--- src/rtl/rowpar_pkg.sv ---
package rowpar_pkg;
  typedef struct packed {
    logic capture;
    logic clear;
    logic check;
  } ctlStrobes_t;
endpackage

--- src/rtl/rowpar_fold.sv ---
module rowpar_fold #(
  parameter int SYM_W   = 3,
  parameter int NUM_SYM = 6,
  localparam int STATE_W = SYM_W * NUM_SYM
) (
  input  logic [STATE_W-1:0] stateIn,
  output logic [SYM_W-1:0]   rowPar
);
  // row j folds bit j of every symbol
  for (genvar j = 0; j < SYM_W; j++) begin : g_row
    logic [NUM_SYM-1:0] rowBits;
    for (genvar s = 0; s < NUM_SYM; s++) begin : g_sym
      assign rowBits[s] = stateIn[s*SYM_W + j];
    end
    assign rowPar[j] = ^rowBits;
  end
endmodule

--- src/rtl/rowpar_ctrl.sv ---
module rowpar_ctrl
  import rowpar_pkg::*;
(
  input  logic        clk,
  input  logic        rstN,
  input  logic        seedLoad,
  output ctlStrobes_t strb
);
  logic armedQ;

  always_ff @(posedge clk) begin
    if (!rstN) armedQ <= 1'b0;
    else if (seedLoad) armedQ <= 1'b1;
  end

  always_comb begin
    strb.capture = seedLoad;
    strb.clear   = seedLoad;
    strb.check   = armedQ && !seedLoad;
  end

  AST_NO_CHECK_IDLE: assert property (@(posedge clk) disable iff (!rstN)
    !armedQ |-> !strb.check);
  AST_ARMED_AFTER_LOAD: assert property (@(posedge clk) disable iff (!rstN)
    seedLoad |=> armedQ);
endmodule

--- src/rtl/rowpar_dp.sv ---
module rowpar_dp
  import rowpar_pkg::*;
#(
  parameter int SYM_W = 3
) (
  input  logic             clk,
  input  logic             rstN,
  input  ctlStrobes_t      strb,
  input  logic [SYM_W-1:0] livePar,
  output logic             errFlag,
  output logic [SYM_W-1:0] rowMismatch
);
  logic [SYM_W-1:0] refQ;
  logic [SYM_W-1:0] diff;
  logic             errQ;
  logic [SYM_W-1:0] vecQ;

  assign diff = strb.check ? (livePar ^ refQ) : '0;

  always_ff @(posedge clk) begin
    if (!rstN) refQ <= '0;
    else if (strb.capture) refQ <= livePar;
  end

  always_ff @(posedge clk) begin
    if (!rstN || strb.clear) begin
      errQ <= 1'b0;
      vecQ <= '0;
    end else begin
      errQ <= errQ | (|diff);
      vecQ <= vecQ | diff;
    end
  end

  assign errFlag     = errQ;
  assign rowMismatch = vecQ;

  AST_LOAD_CLEARS: assert property (@(posedge clk) disable iff (!rstN)
    strb.clear |=> (!errFlag && rowMismatch == '0));
  AST_DETECT_NEXT: assert property (@(posedge clk) disable iff (!rstN)
    (strb.check && livePar != refQ) |=> errFlag);
  AST_FLAG_STICKY: assert property (@(posedge clk) disable iff (!rstN)
    (errFlag && !strb.clear) |=> errFlag);
  AST_VEC_ACCUM: assert property (@(posedge clk) disable iff (!rstN)
    !strb.clear |=> ((rowMismatch & $past(rowMismatch)) == $past(rowMismatch)));
endmodule

--- src/rtl/rowpar_monitor.sv ---
module rowpar_monitor
  import rowpar_pkg::*;
#(
  parameter int SYM_W   = 3,
  parameter int NUM_SYM = 6,
  localparam int STATE_W = SYM_W * NUM_SYM
) (
  input  logic               clk,
  input  logic               rstN,
  input  logic               seedLoad,
  input  logic [STATE_W-1:0] stateIn,
  output logic               errFlag,
  output logic [SYM_W-1:0]   rowMismatch
);
  ctlStrobes_t      strb;
  logic [SYM_W-1:0] livePar;

  rowpar_fold #(.SYM_W(SYM_W), .NUM_SYM(NUM_SYM)) fold_i (
    .stateIn(stateIn), .rowPar(livePar));

  rowpar_ctrl ctrl_i (
    .clk(clk), .rstN(rstN), .seedLoad(seedLoad), .strb(strb));

  rowpar_dp #(.SYM_W(SYM_W)) dp_i (
    .clk(clk), .rstN(rstN), .strb(strb), .livePar(livePar),
    .errFlag(errFlag), .rowMismatch(rowMismatch));

  AST_RESET_QUIET: assert property (@(posedge clk)
    !rstN |=> (!errFlag && rowMismatch == '0));
endmodule

--- config.mk ---
export PLATFORM = sky130hd
export DESIGN_NAME = rowpar_monitor
export DESIGN_NICKNAME = d
export VERILOG_FILES = /design/src/rtl/rowpar_pkg.sv /design/src/rtl/rowpar_fold.sv /design/src/rtl/rowpar_ctrl.sv /design/src/rtl/rowpar_dp.sv /design/src/rtl/rowpar_monitor.sv
export SDC_FILE = /design/constraint.sdc
export NUM_CORES = 1
export LEC_CHECK = 0
export ABC_AREA = 1
export BUFFER_PORTS_ARGS = -buffer_cell sky130_fd_sc_hd__buf_2
export CORE_MARGIN = 2
export CORE_UTILIZATION = 48
export DETAILED_ROUTE_END_ITERATION = 6
export PLACE_DENSITY_LB_ADDON = 0.1
export SYNTH_ARGS = -nofsm -noshare
export SYNTH_HDL_FRONTEND = slang
export SYNTH_SLANG_ARGS = --single-unit
--- constraint.sdc ---
create_clock -name clk -period 1.2 [get_ports clk]
set_input_delay 0.24 -clock clk [delete_from_list [all_inputs] [get_ports clk]]
set_output_delay 0.24 -clock clk [all_outputs]
set_load 0.05 [all_outputs]
==> results.ini, run 1 <==
[run_status]
status=completed

[finish]
diodes=0
seq_area_sq_um=160.2
multi_input_area_sq_um=440.4
instances_no_fill=161
nets=169
layout-drive-gt1-share_pct=34.93
num-fill-cells=136
area_growth_pct=22.99

[worst_hold_path]
min_from=rstN
hold_class=in -> reg
holdPathEnd=ctrl_i.armedQ$_SDFFE_PN0P_
whs_path_depth=3

[synth]
avgSynthCellArea_sq_um=5.899
yosys_register_bits=8
ys_seq_area_share_pct=22.82
syn-num-nets=140
syn_inst=119
synth_cell_types=13
yosysWarningCount=0
synthesis.area_sq_um=701.9

[critical_path]
crit_arrival_ns=0.85
crit_family=flip-flops
cp-start-kind=register
worstSetupPathType=reg -> out
max_stage_delay_ns=0.33
cp_data_required_time_ns=0.96
worstPathCellList=buf_2
worstPathMaxFanout=2
r2r-end=dp_i.errFlag$_SDFF_PP0_
worstRegToRegCells=6
worst_setup_path_end_kind=primary output
crit_cells=1
cp_slowest_cell=dfxtp_1
r2r_slack_ns=0.22
crit_path_start=dp_i.rowMismatch[0]$_SDFF_PP0_
crit_buf_inv=1
r2r_start=ctrl_i.armedQ$_SDFFE_PN0P_

[clock_tree]
cts_setup_buffers=0
cts_resized=0
htreeDepth=1
cts_num_sinks=8
cts-root-buf=clkbuf_4
clock_latency_ns=0.26
ctsHoldBuffers=0
clk_path_buf_depth=2
cts-buffers-inserted=3
path_clk_slew_ns=0.05
cts_tree=yes

[global_route]
grt_usage_pct=16.70
grt_pass1_vias=628
grt_pass1_wl_mm=2.297
grt_max_degree=8
overflow=0
antenna_found_initial=0

[detailed_routing]
dr.first_iter.drc_count=20
post_drt_wl_per_cell_microns=7.720
drtPass1Iterations=4
drt-total-wl_mm=1.243
vias=735
routed_via_density=4.565
ant_nets=0
drcViolationCount=0

[timing]
finClkSkew_ns=0.0005400
grt_setup_unrepaired=no
max_freq_mhz=915.9
finalSetupViolations=0
slew_headroom_pct=82.63
whs_ns=0.2117
finalCriticalPeriod_ns=1.092
max_slew.worst_pin.slew_ns=0.2595
fin_crit_sh_pct=90.98
hold_viol=0
slew_viol_final=0

[die]
start_util_pct=52.63
core_sq_um=1334
die_area_sq_um=1784
fp.dieW_microns=42.24
io_pins=25
num_rows=13
die_h_microns=42.24

[placed_design]
dp.cells=158
gp_congestion=0.7210
hpwlAfterDp_mm=1.057
io_buffer_count=24

[power_and_ir_drop]
ir_drop_mv=0.3380
p_leak_nw=0.5339
pwr_density_cell_nw_per_um2=911.3

[job]
drv_cap=0

metal layers:
| layer | vias to the layer above | global-route usage (%) | routed length, microns |
|---|---|---|---|
| li1 | 412 | - | - |
| met1 | 295 | 19.00 | 515 |
| met2 | 25 | 28.31 | 631 |
| met3 | 3 | 3.879 | 72 |
| met4 | 0 | 9.375 | 23 |
| met5 | - | 0 | 0 |
kinds of logic after synthesis:
| family | synth area share [%] |
|---|---|
| flip-flops | 22.82 |
| XOR/XNOR | 6.952 |
| AND/OR/NAND/NOR | 50.98 |
| buffers and inverters | 14.44 |
| AO/OA/AOI/OAI | 4.812 |
state kept, by name, summed over array words and instances, names as in the netlist:
register and cells:
ctrl_i.armedQ 1, dp_i.rowMismatch 3, dp_i.refQ 3, dp_i.errFlag 1
layout make-up:
cell class | count | area share [%]
multi-input cells | 84 | 51.01
flip-flops and latches | 8 | 18.55
repair buffers | 24 | 13.91
inverters | 27 | 11.74
clock buffers | 3 | 2.609
well taps | 15 | 2.174
worst max-delay path by stage:
stage,to
floorplan,dp_i.errFlag$_SDFF_PP0_
global placement,dp_i.errFlag$_SDFF_PP0_
detailed placement,dp_i.errFlag$_SDFF_PP0_
CTS,rowMismatch[0]
global route,rowMismatch[1]
finish,rowMismatch[0]
Yosys cell counts (all sizes together):
library cell,instances,area (sq um)
nand3,15,100.1
nor2,9,41.29
o22ai,3,18.77
inv,27,101.4
xnor2,1,16.27
xor2,2,32.53
nand2,51,216.5
dfxtp,8,160.2
a21oi,3,15.01
power by group:
| group | total (mW) | switching [mW] | leakage (nW) | internal [mW] |
|---|---|---|---|---|
| combinational | 0.282 | 0.171 | 0.454 | 0.111 |
| sequential | 0.295 | 0.0103 | 0.0657 | 0.285 |
| clock | 0.209 | 0.0943 | 0.0138 | 0.115 |
cells in the final DEF (no fill, tap or decap), drive strengths merged:
cell type,n
xor2,2
buf,24
dfxtp,8
nor2,9
a21oi,3
clkbuf,3
xnor2,1
inv,27
nand3,15
nand2,51
o22ai,3
per-stage QoR:
stage	power (mW)	util, %	area, sq um	setup WS [ns]	setup TNS (ns)
finish	0.7867	64.73	863.3	0.1082	0
global route	0.8595	64.73	863.3	0.05707	0
CTS	0.7986	64.73	863.3	0.09557	0
detailed placement	0.5855	63.04	840.8	-0.02205	-0.02205
global placement	0.5758	63.04	840.8	0.003111	0
floorplan	0.5068	-	701.9	0.1799	0
No activity file was read; power rests on OpenSTA's default activity.
==> run 2: changes to the inputs <==
--- a/config.mk
+++ b/config.mk
@@ -6,10 +6,10 @@
 export NUM_CORES = 1
 export LEC_CHECK = 0
 export ABC_AREA = 1
-export BUFFER_PORTS_ARGS = -buffer_cell sky130_fd_sc_hd__buf_2
 export CORE_MARGIN = 2
-export CORE_UTILIZATION = 48
+export CORE_UTILIZATION = 30
 export DETAILED_ROUTE_END_ITERATION = 6
+export DONT_BUFFER_PORTS = 1
 export PLACE_DENSITY_LB_ADDON = 0.1
 export SYNTH_ARGS = -nofsm -noshare
 export SYNTH_HDL_FRONTEND = slang
==> results.ini, run 2 (synthesis results as in run 1) <==
[die]
die_h_microns=52.37  ; was 42.24 microns
die_area_sq_um=2743  ; was 1784 sq um
io_pins=25  ; unchanged
num_rows=17  ; was 13
core_sq_um=2212  ; was 1334 sq um
start_util_pct=31.73  ; was 52.63%
fp.dieW_microns=52.37  ; was 42.24 microns

[timing]
fin_crit_sh_pct=84.95  ; was 90.98%
slew_headroom_pct=82.78  ; was 82.63%
grt_setup_unrepaired=no  ; unchanged
finClkSkew_ns=0.002067  ; was 0.0005400 ns
max_slew.worst_pin.slew_ns=0.2576  ; was 0.2595 ns
setup_slack_ns=0.1806  ; was 0.1082 ns
finalCriticalPeriod_ns=1.019  ; was 1.092 ns
max_freq_mhz=981.0  ; was 915.9 MHz
hold_viol=0  ; unchanged
slew_viol_final=0  ; unchanged
finalSetupViolations=0  ; unchanged
setup_tns_ns=0  ; unchanged

[clock_tree]
cts_tree=yes  ; unchanged
ctsHoldBuffers=0  ; unchanged
cts_num_sinks=8  ; unchanged
cts-buffers-inserted=3  ; unchanged
cts_setup_buffers=0  ; unchanged
cts_resized=0  ; unchanged
htreeDepth=1  ; unchanged
cts-root-buf=clkbuf_4  ; unchanged
clk_path_buf_depth=2  ; unchanged
path_clk_slew_ns=0.05  ; about the same
clock_latency_ns=0.25  ; was 0.26 ns

[placed_design]
hpwlAfterDp_mm=1.017  ; was 1.057 mm
place_ws_ns=0.09172  ; was -0.02205 ns
gp_congestion=0.6844  ; was 0.7210
io_buffer_count=0  ; was 24

[critical_path]
crit_family=flip-flops  ; unchanged
cp_data_required_time_ns=0.96  ; about the same
crit_arrival_ns=0.78  ; was 0.85 ns
worstPathMaxFanout=2  ; unchanged
crit_buf_inv=1  ; unchanged
worstPathCellList=buf_4  ; was buf_2
r2r_slack_ns=0.26  ; was 0.22 ns
max_stage_delay_ns=0.33  ; about the same
cp-start-kind=register  ; unchanged
worstSetupPathType=reg -> out  ; unchanged
worst_setup_path_end_kind=primary output  ; unchanged
cp_slowest_cell=dfxtp_1  ; unchanged

[detailed_routing]
drtPass1Iterations=3  ; was 4
dr.first_iter.drc_count=10  ; was 20
drcViolationCount=0  ; unchanged
vias=646  ; was 735
ant_nets=0  ; unchanged
routed_via_density=4.195  ; was 4.565
post_drt_wl_per_cell_microns=7.805  ; was 7.720 microns
drt-total-wl_mm=1.202  ; was 1.243 mm

[power_and_ir_drop]
p_leak_nw=0.4550  ; was 0.5339 nW
pwr_density_cell_nw_per_um2=941.8  ; was 911.3 nW/um^2
ir_drop_mv=0.3152  ; was 0.3380 mV
power_mw=0.7436  ; was 0.7867 mW

[global_route]
grt_usage_pct=10.22  ; was 16.70%
grt_max_degree=8  ; unchanged
overflow=0  ; unchanged
grt_pass1_wl_mm=2.111  ; was 2.297 mm
grt_pass1_vias=549  ; was 628
antenna_found_initial=0  ; unchanged

[job]
drv_cap=0  ; unchanged

[finish]
layout-drive-gt1-share_pct=24.60  ; was 34.93%
mostFrequentLayoutCells=nand2_1 (41), inv_1 (24), nand2_2 (10), nand3_1 (10), dfxtp_1 (8)  ; was nand2_1 (41), inv_1 (24), buf_2 (24)
area_growth_pct=12.48  ; was 22.99%
diodes=0  ; unchanged
nets=149  ; was 169
final_common_cell=nand2_1  ; unchanged
utilization_pct=35.69  ; was 64.73%

[worst_hold_path]
hold_class=in -> reg  ; unchanged

[run_status]
status=completed  ; unchanged

==> run 2: stage by stage <==
step / area [sq um] / instances / hold slack, ns
3_5_place_dp: 767.0 / 151 / 0.3694
3_3_place_gp: 767.0 / 151 / 0.3553
5_1_grt: 789.5 / 154 / 0.1206
6_report: 789.5 / 154 / 0.1043
2_1_floorplan: 701.9 / 119 / 0.3515
4_1_cts: 789.5 / 154 / 0.1024
==> run 2: final timing paths <==
kind | start | end | cells after the start
setup / recovery | dp_i.errFlag$_SDFF_PP0_ | errFlag | 1
hold reg to reg | ctrl_i.armedQ$_SDFFE_PN0P_ | ctrl_i.armedQ$_SDFFE_PN0P_ | 2
hold / removal | rstN | ctrl_i.armedQ$_SDFFE_PN0P_ | 2
setup reg to reg | ctrl_i.armedQ$_SDFFE_PN0P_ | dp_i.errFlag$_SDFF_PP0_ | 6
==> run 2: area by class of cell <==
class	instances	area (sq um)
well taps	28	35.03
clock buffers	3	22.52
repair buffers	4	30.03
inverters	27	101.3
multi-input cells	84	440.4
fillers	262	1423
flip-flops and latches	8	160.2
==> run 2: where the power goes <==
group | internal (mW) | switching, mW
clock | 0.115 | 0.0939
sequential | 0.285 | 0.00956
combinational | 0.0932 | 0.147
total | 0.493 | 0.251
==> run 2: routing by layer <==
layer	GRT usage (%)	wire, microns
met1	14.04	580
met2	14.58	534
met3	1.714	59
met4	6.410	27
met5	0	0
